[src/rtl/flagstall_pkg.sv]
package flagstall_pkg;
  localparam int CLS_W = 3;

  typedef enum logic [CLS_W-1:0] {
    CLS_NOP   = 3'd0,
    CLS_ARITH = 3'd1,
    CLS_LOGIC = 3'd2,
    CLS_CMP   = 3'd3,
    CLS_JMP   = 3'd4,
    CLS_JLT   = 3'd5,
    CLS_JGT   = 3'd6,
    CLS_MEM   = 3'd7
  } op_class_e;

  function automatic logic cls_writes_sign(op_class_e c);
    return (c == CLS_ARITH) || (c == CLS_CMP);
  endfunction

  function automatic logic cls_writes_zero(op_class_e c);
    return (c == CLS_ARITH) || (c == CLS_CMP) || (c == CLS_LOGIC);
  endfunction
endpackage

[src/rtl/flag_file.sv]
module flag_file
  import flagstall_pkg::*;
#(
  parameter int DATA_W = 32
) (
  input  logic              clk,
  input  logic              rst_n,
  input  logic [CLS_W-1:0]  cls_i,
  input  logic [DATA_W-1:0] result_i,
  output logic              sign_o,
  output logic              zero_o
);
  localparam int MSB = DATA_W - 1;

  op_class_e cls;
  logic      sign_en, zero_en;
  logic      sign_d, zero_d;
  logic      sign_q, zero_q;

  always_comb begin
    cls     = op_class_e'(cls_i);
    sign_en = cls_writes_sign(cls);
    zero_en = cls_writes_zero(cls);
    sign_d  = result_i[MSB];
    zero_d  = (result_i == '0);
  end

  always_ff @(posedge clk or negedge rst_n) begin
    if (!rst_n) begin
      sign_q <= 1'b0;
      zero_q <= 1'b0;
    end else begin
      if (sign_en) sign_q <= sign_d;
      if (zero_en) zero_q <= zero_d;
    end
  end

  assign sign_o = sign_q;
  assign zero_o = zero_q;

  assert_full_write_R2: assert property (@(posedge clk) disable iff (!rst_n)
    (cls_i == CLS_ARITH || cls_i == CLS_CMP) |=>
      (sign_o == $past(result_i[MSB]) && zero_o == ($past(result_i) == '0)));

  assert_logic_keeps_sign_R3: assert property (@(posedge clk) disable iff (!rst_n)
    (cls_i == CLS_LOGIC) |=> ($stable(sign_o) && zero_o == ($past(result_i) == '0)));

  assert_idle_keeps_flags_R4: assert property (@(posedge clk) disable iff (!rst_n)
    (cls_i == CLS_NOP || cls_i == CLS_MEM || cls_i == CLS_JMP ||
     cls_i == CLS_JLT || cls_i == CLS_JGT) |=> ($stable(sign_o) && $stable(zero_o)));
endmodule

[src/rtl/flag_hazard_detect.sv]
module flag_hazard_detect
  import flagstall_pkg::*;
#(
  parameter int NUM_EX = 3
) (
  input  logic [CLS_W-1:0]        fd_class_i,
  input  logic [NUM_EX*CLS_W-1:0] ex_class_i,
  input  logic                    reg_stall_i,
  output logic                    stall_o
);
  logic [NUM_EX-1:0] sign_pend;
  logic [NUM_EX-1:0] zero_pend;

  for (genvar k = 0; k < NUM_EX; k++) begin : g_stage
    always_comb begin
      sign_pend[k] = cls_writes_sign(op_class_e'(ex_class_i[k*CLS_W +: CLS_W]));
      zero_pend[k] = cls_writes_zero(op_class_e'(ex_class_i[k*CLS_W +: CLS_W]));
    end
  end

  logic any_sign, any_zero, jlt_wait, jgt_wait;

  always_comb begin
    any_sign = |sign_pend;
    any_zero = |zero_pend;
    jlt_wait = (fd_class_i == CLS_JLT) && any_sign;
    jgt_wait = (fd_class_i == CLS_JGT) && (any_sign || any_zero);
    stall_o  = reg_stall_i || jlt_wait || jgt_wait;
  end
endmodule

[src/rtl/branch_resolve.sv]
module branch_resolve
  import flagstall_pkg::*;
(
  input  logic [CLS_W-1:0] fd_class_i,
  input  logic             sign_i,
  input  logic             zero_i,
  input  logic             stall_i,
  output logic             taken_o
);
  logic cond;

  always_comb begin
    unique case (op_class_e'(fd_class_i))
      CLS_JMP: cond = 1'b1;
      CLS_JLT: cond = sign_i;
      CLS_JGT: cond = !sign_i && !zero_i;
      default: cond = 1'b0;
    endcase
    taken_o = cond && !stall_i;
  end
endmodule

[src/rtl/flag_hazard_unit.sv]
module flag_hazard_unit
  import flagstall_pkg::*;
#(
  parameter int DATA_W = 32,
  parameter int NUM_EX = 3
) (
  input  logic                    clk,
  input  logic                    rst_n,
  input  logic [2:0]              fd_class_i,
  input  logic [NUM_EX*3-1:0]     ex_class_i,
  input  logic [DATA_W-1:0]       ex_last_result_i,
  input  logic                    reg_stall_i,
  output logic                    stall_o,
  output logic                    br_taken_o
);
  localparam int LAST_LSB = (NUM_EX - 1) * CLS_W;

  logic sign_flag, zero_flag;

  flag_file #(.DATA_W(DATA_W)) u_flags (
    .clk      (clk),
    .rst_n    (rst_n),
    .cls_i    (ex_class_i[LAST_LSB +: CLS_W]),
    .result_i (ex_last_result_i),
    .sign_o   (sign_flag),
    .zero_o   (zero_flag)
  );

  flag_hazard_detect #(.NUM_EX(NUM_EX)) u_detect (
    .fd_class_i  (fd_class_i),
    .ex_class_i  (ex_class_i),
    .reg_stall_i (reg_stall_i),
    .stall_o     (stall_o)
  );

  branch_resolve u_branch (
    .fd_class_i (fd_class_i),
    .sign_i     (sign_flag),
    .zero_i     (zero_flag),
    .stall_i    (stall_o),
    .taken_o    (br_taken_o)
  );

  assert_taken_gated_R10: assert property (@(posedge clk) disable iff (!rst_n)
    stall_o |-> !br_taken_o);

  assert_reg_stall_passes_R8: assert property (@(posedge clk) disable iff (!rst_n)
    reg_stall_i |-> stall_o);

  assert_jmp_never_waits_R7: assert property (@(posedge clk) disable iff (!rst_n)
    (fd_class_i == CLS_JMP && !reg_stall_i) |-> (!stall_o && br_taken_o));

  assert_jlt_waits_last_R5: assert property (@(posedge clk) disable iff (!rst_n)
    (fd_class_i == CLS_JLT &&
     (ex_class_i[LAST_LSB +: CLS_W] == CLS_ARITH ||
      ex_class_i[LAST_LSB +: CLS_W] == CLS_CMP)) |-> stall_o);

  assert_jgt_waits_logic_R6: assert property (@(posedge clk) disable iff (!rst_n)
    (fd_class_i == CLS_JGT && ex_class_i[LAST_LSB +: CLS_W] == CLS_LOGIC) |-> stall_o);

  assert_non_jump_idle_R11: assert property (@(posedge clk) disable iff (!rst_n)
    (fd_class_i < 3'd4 || fd_class_i == 3'd7) |-> !br_taken_o);
endmodule

[config.mk]
export PLATFORM = sky130hd
export DESIGN_NAME = flag_hazard_unit
export DESIGN_NICKNAME = d
export VERILOG_FILES = /design/src/rtl/flagstall_pkg.sv /design/src/rtl/flag_file.sv /design/src/rtl/flag_hazard_detect.sv /design/src/rtl/branch_resolve.sv /design/src/rtl/flag_hazard_unit.sv
export SDC_FILE = /design/constraint.sdc
export NUM_CORES = 1
export LEC_CHECK = 0
export ABC_AREA = 1
export BUFFER_PORTS_ARGS = -buffer_cell sky130_fd_sc_hd__buf_2
export CAP_MARGIN = 40
export CORE_UTILIZATION = 25
export DETAILED_ROUTE_END_ITERATION = 16
export PLACE_DENSITY = 0.72
export SETUP_SLACK_MARGIN = 0.3
export SLEW_MARGIN = 10
export SYNTH_ARGS = -nofsm -noshare
export SYNTH_HDL_FRONTEND = slang
export SYNTH_SLANG_ARGS = --single-unit
[constraint.sdc]
create_clock -name clk -period 0.8 [get_ports clk]
set_input_delay 0.16 -clock clk [delete_from_list [all_inputs] [get_ports clk]]
set_output_delay 0.16 -clock clk [all_outputs]
set_load 0.1 [all_outputs]
==> results by group <==
Power and ir drop
  – Reported leakage power: 0.0004370 uW
  – Max rail drop VDD: 645.5 uV
  – Net switching power: 254.9 uW
  – Power per unit of standard cell area: 926.2 nW/um^2
  – Switch share: 34.32%
  – Total power: 742.8 uW
  – Part of the total power dissipated in the clock network: 30.0%
  – Power Internal: 487.9 uW
  – Logic gate share of total power: 55.1%
  – Sequential fraction of design power: 14.9%

Routing
  – Routed via count: 584
  – Number of vias per cell: 4.171
  – Number of detailed-route iterations in the first pass: 2
  – Initial detailed-routing violation count: 1
  – Total routed wirelength: 1065 um
  – Post-route ant nets: 0
  – Routed len/inst: 7.607 um
  – Number of design rule violations left after detail routing: 0

Worst setup path
  – Worst reg2reg setup slack: -0.10 ns
  – Category of the worst setup path capture point: output pin
  – Logic depth of the worst register-to-register path: 5
  – Longest individual stage delay on the worst path: 0.36 ns
  – Startpoint class of the critical path: flop
  – Startpoint of the worst setup timing path: u_flags.zero_o
  – Reg2reg end: u_flags.sign_o
  – WS Path Type: flop to output pin
  – Reg-to-reg critical path startpoint: u_flags.sign_o
  – Top Family by Delay on Critical Path: flip-flops
  – Worst endpoint data arrival time: 1.18 ns
  – CP Max Fanout: 2
  – Worst path bufs/invs: 2
  – Worst-path cell with the longest stage delay: dfrtp_1
  – Critical Path RT: 0.64 ns
  – CP Cell Sequence: inv_2, nand2_2, a21oi_2, nor2_2, nor2_4, buf_12

Synth
  – Synthesized Nets: 112
  – Most used standard cell by instance count after synthesis: nor2_1
  – Proportion of register bits with asynchronous set or reset after synthesis: 100.0%
  – Post-synth design cell area: 337.8 um^2
  – Synthesized instance count: 65
  – Flip-flop and latch count after synthesis: 2
  – Most common flop cell mapped by yosys: dfrtp_1
  – Number of distinct library cells after synthesis: 13
  – Cell type with the highest aggregate area in the netlist: nor2_1
  – Yosys top cell area share: 27.78%
  – Count of yosys warnings during synthesis: 0
  – Number of enable flip-flop cells after synthesis: 0
  – Leading post-synthesis cells by instance count: 25 x nor2_1, 19 x nand2_1, 6 x inv_1
  – Sequential area share after synthesis: 14.81%
  – Top area cells in the synthesized netlist: nor2_1 28%, nand2_1 21%, dfrtp_1 15%
  – Mean area per synthesized cell: 5.197 um^2

Global routing
  – GR Layer Usage met2: 35.00%
  – Met1 demand-to-capacity share in global routing: 16.84%
  – Number of antenna violations at the first check in global routing: 0
  – Pin count of the biggest net entering global routing: 4
  – Vias in the first global route: 537
  – Met3 demand-to-capacity share in global routing: 1.734%
  – Global-route wire length before repair: 1828 um
  – Layer with the highest usage: met2
  – Total global routing overflow: 0
  – All-layer global routing usage: 17.26%

CTS
  – Count of H-tree levels built during CTS: 1
  – Maximum root-to-sink buffer count: 2
  – Clock Tree Root: clkbuf_4
  – CTS sink cnt: 2
  – Clock input transition at the sequential cells of the worst setup and hold paths: 0.03 ns
  – Cts bufs inserted: 3
  – TritonCTS clock tree: yes
  – Insertion delay of the later-clocked pin in the worst-skew pair: 0.22 ns

Timing
  – Smallest setup slack after layout: -0.5448 ns
  – Crit path time final: 1.345 ns
  – Count of final max-slew check failures: 0
  – Final Hold Fails: 0
  – Worst max-slew margin expressed relative to the limit: 90.97%
  – Sum of negative setup slack: -0.9767 ns
  – Final clock period utilization by the worst path: 168.1%
  – Max frequency: 743.6 MHz
  – RSZ-0062 raised after global routing: yes
  – Worst-margin pin slew: 0.1351 ns
  – Skew final: 0 ns
  – Final setup violation count: 4

Placement
  – Half-perimeter wire length after placement: 939.3 um
  – Number of port buffers: 48
  – Post-Place Cells: 133
  – Routability Congestion: 0.6374

Cells and area
  – Core utilization of the finished layout: 67.62%
  – Fraction of layout cells with a size suffix above 1: 67.46%
  – Final cell count without fillers: 140
  – Number of antenna repair diodes: 0
  – Area added between synthesis and finish: 137.4%
  – Number of nets in the layout: 175

Floorplanning
  – I/O Pins: 49
  – Die boundary height: 38.76 um
  – Initial core utilization: 28.48%
  – Horiz. Die Dim: 38.76 um
  – FP Rows: 12
  – Floorplan die area: 1502 um^2
  – Floorplan core area: 1186 um^2

Outcome
  – Violated checks: setup timing
  – Result of the run: complete, but fails checks

Hold path
  – Tightest Hold Check Type: input port to async pin

Job
  – Total of max-cap violations: 0
==> layout by cell type, fill, tap and decap left out, types with 3 or more instances in the layout <==
master and instances:
buf_2 44, inv_2 3, buf_4 10, nand2_1 12, nor2_1 22, nor2_2 3, nand2_2 8, clkbuf_4 3
==> kinds of logic after synthesis <==
group           count (synthesis)  share of synthesized area, %
flops                           2                         14.82
compound gates                  4                         10.74
simple gates                   52                         66.67
buf+inv                         7                         7.776
==> power by group through the flow <==
stage                     combinational (uW)  clock, uW  sequential, uW
final                                    409        223             111
after global routing                     446        251             111
after CTS                                390        235             111
after detailed placement                 358          0             112
after global placement                   350          0             112
after floorplan                          166          0             112
==> per-stage QoR <==
stage,cell area (um^2),worst slack [ns],hold slack (ns)
global placement,715.7,-0.3667,-0.05296
global route,802.0,-0.6009,0.2425
finish,802.0,-0.5448,0.2491
floorplan,382.9,-0.7032,-0.1356
detailed placement,715.7,-0.3794,-0.05306
CTS,775.7,-0.5381,0.2368
==> cell type report <==
type                    count  area (um^2)
multi-input cells          56        311.5
fillers                   107        384.1
clock buffers               3        22.52
well taps                  14        17.52
flip-flops and latches      2        50.05
repair buffers             58        356.6
inverters                   7        43.79
==> state kept, by name (all words and copies together) (netlist names) <==
register        cells
u_flags.sign_o      1
u_flags.zero_o      1
==> repair_timing <==
item                                    in CTS  in global routing
resized for setup                            4                  8
endpoints found under the setup margin       4                  4
pin swaps                                    4                  7
setup buffers                                2                  1
endpoints found under the hold margin        2                  0
hold buffers                                 1                  0
==> routing by layer <==
| layer | wire, um | share of wire (%) |
|---|---|---|
| met4 | 0 | 0 |
| met1 | 412 | 39 |
| met3 | 56 | 5.3 |
| met2 | 596 | 56 |
| met5 | 0 | 0 |
==> how the worst max path moves through the flow <==
| stage | cells after the start | slack [ns] | endpoint |
|---|---|---|---|
| floorplan | 6 | -0.70 | br_taken_o |
| global placement | 8 | -0.37 | br_taken_o |
| detailed placement | 8 | -0.38 | br_taken_o |
| CTS | 6 | -0.54 | br_taken_o |
| global route | 6 | -0.60 | br_taken_o |
| finish | 6 | -0.54 | br_taken_o |
No activity file was read; power rests on OpenSTA's default activity.
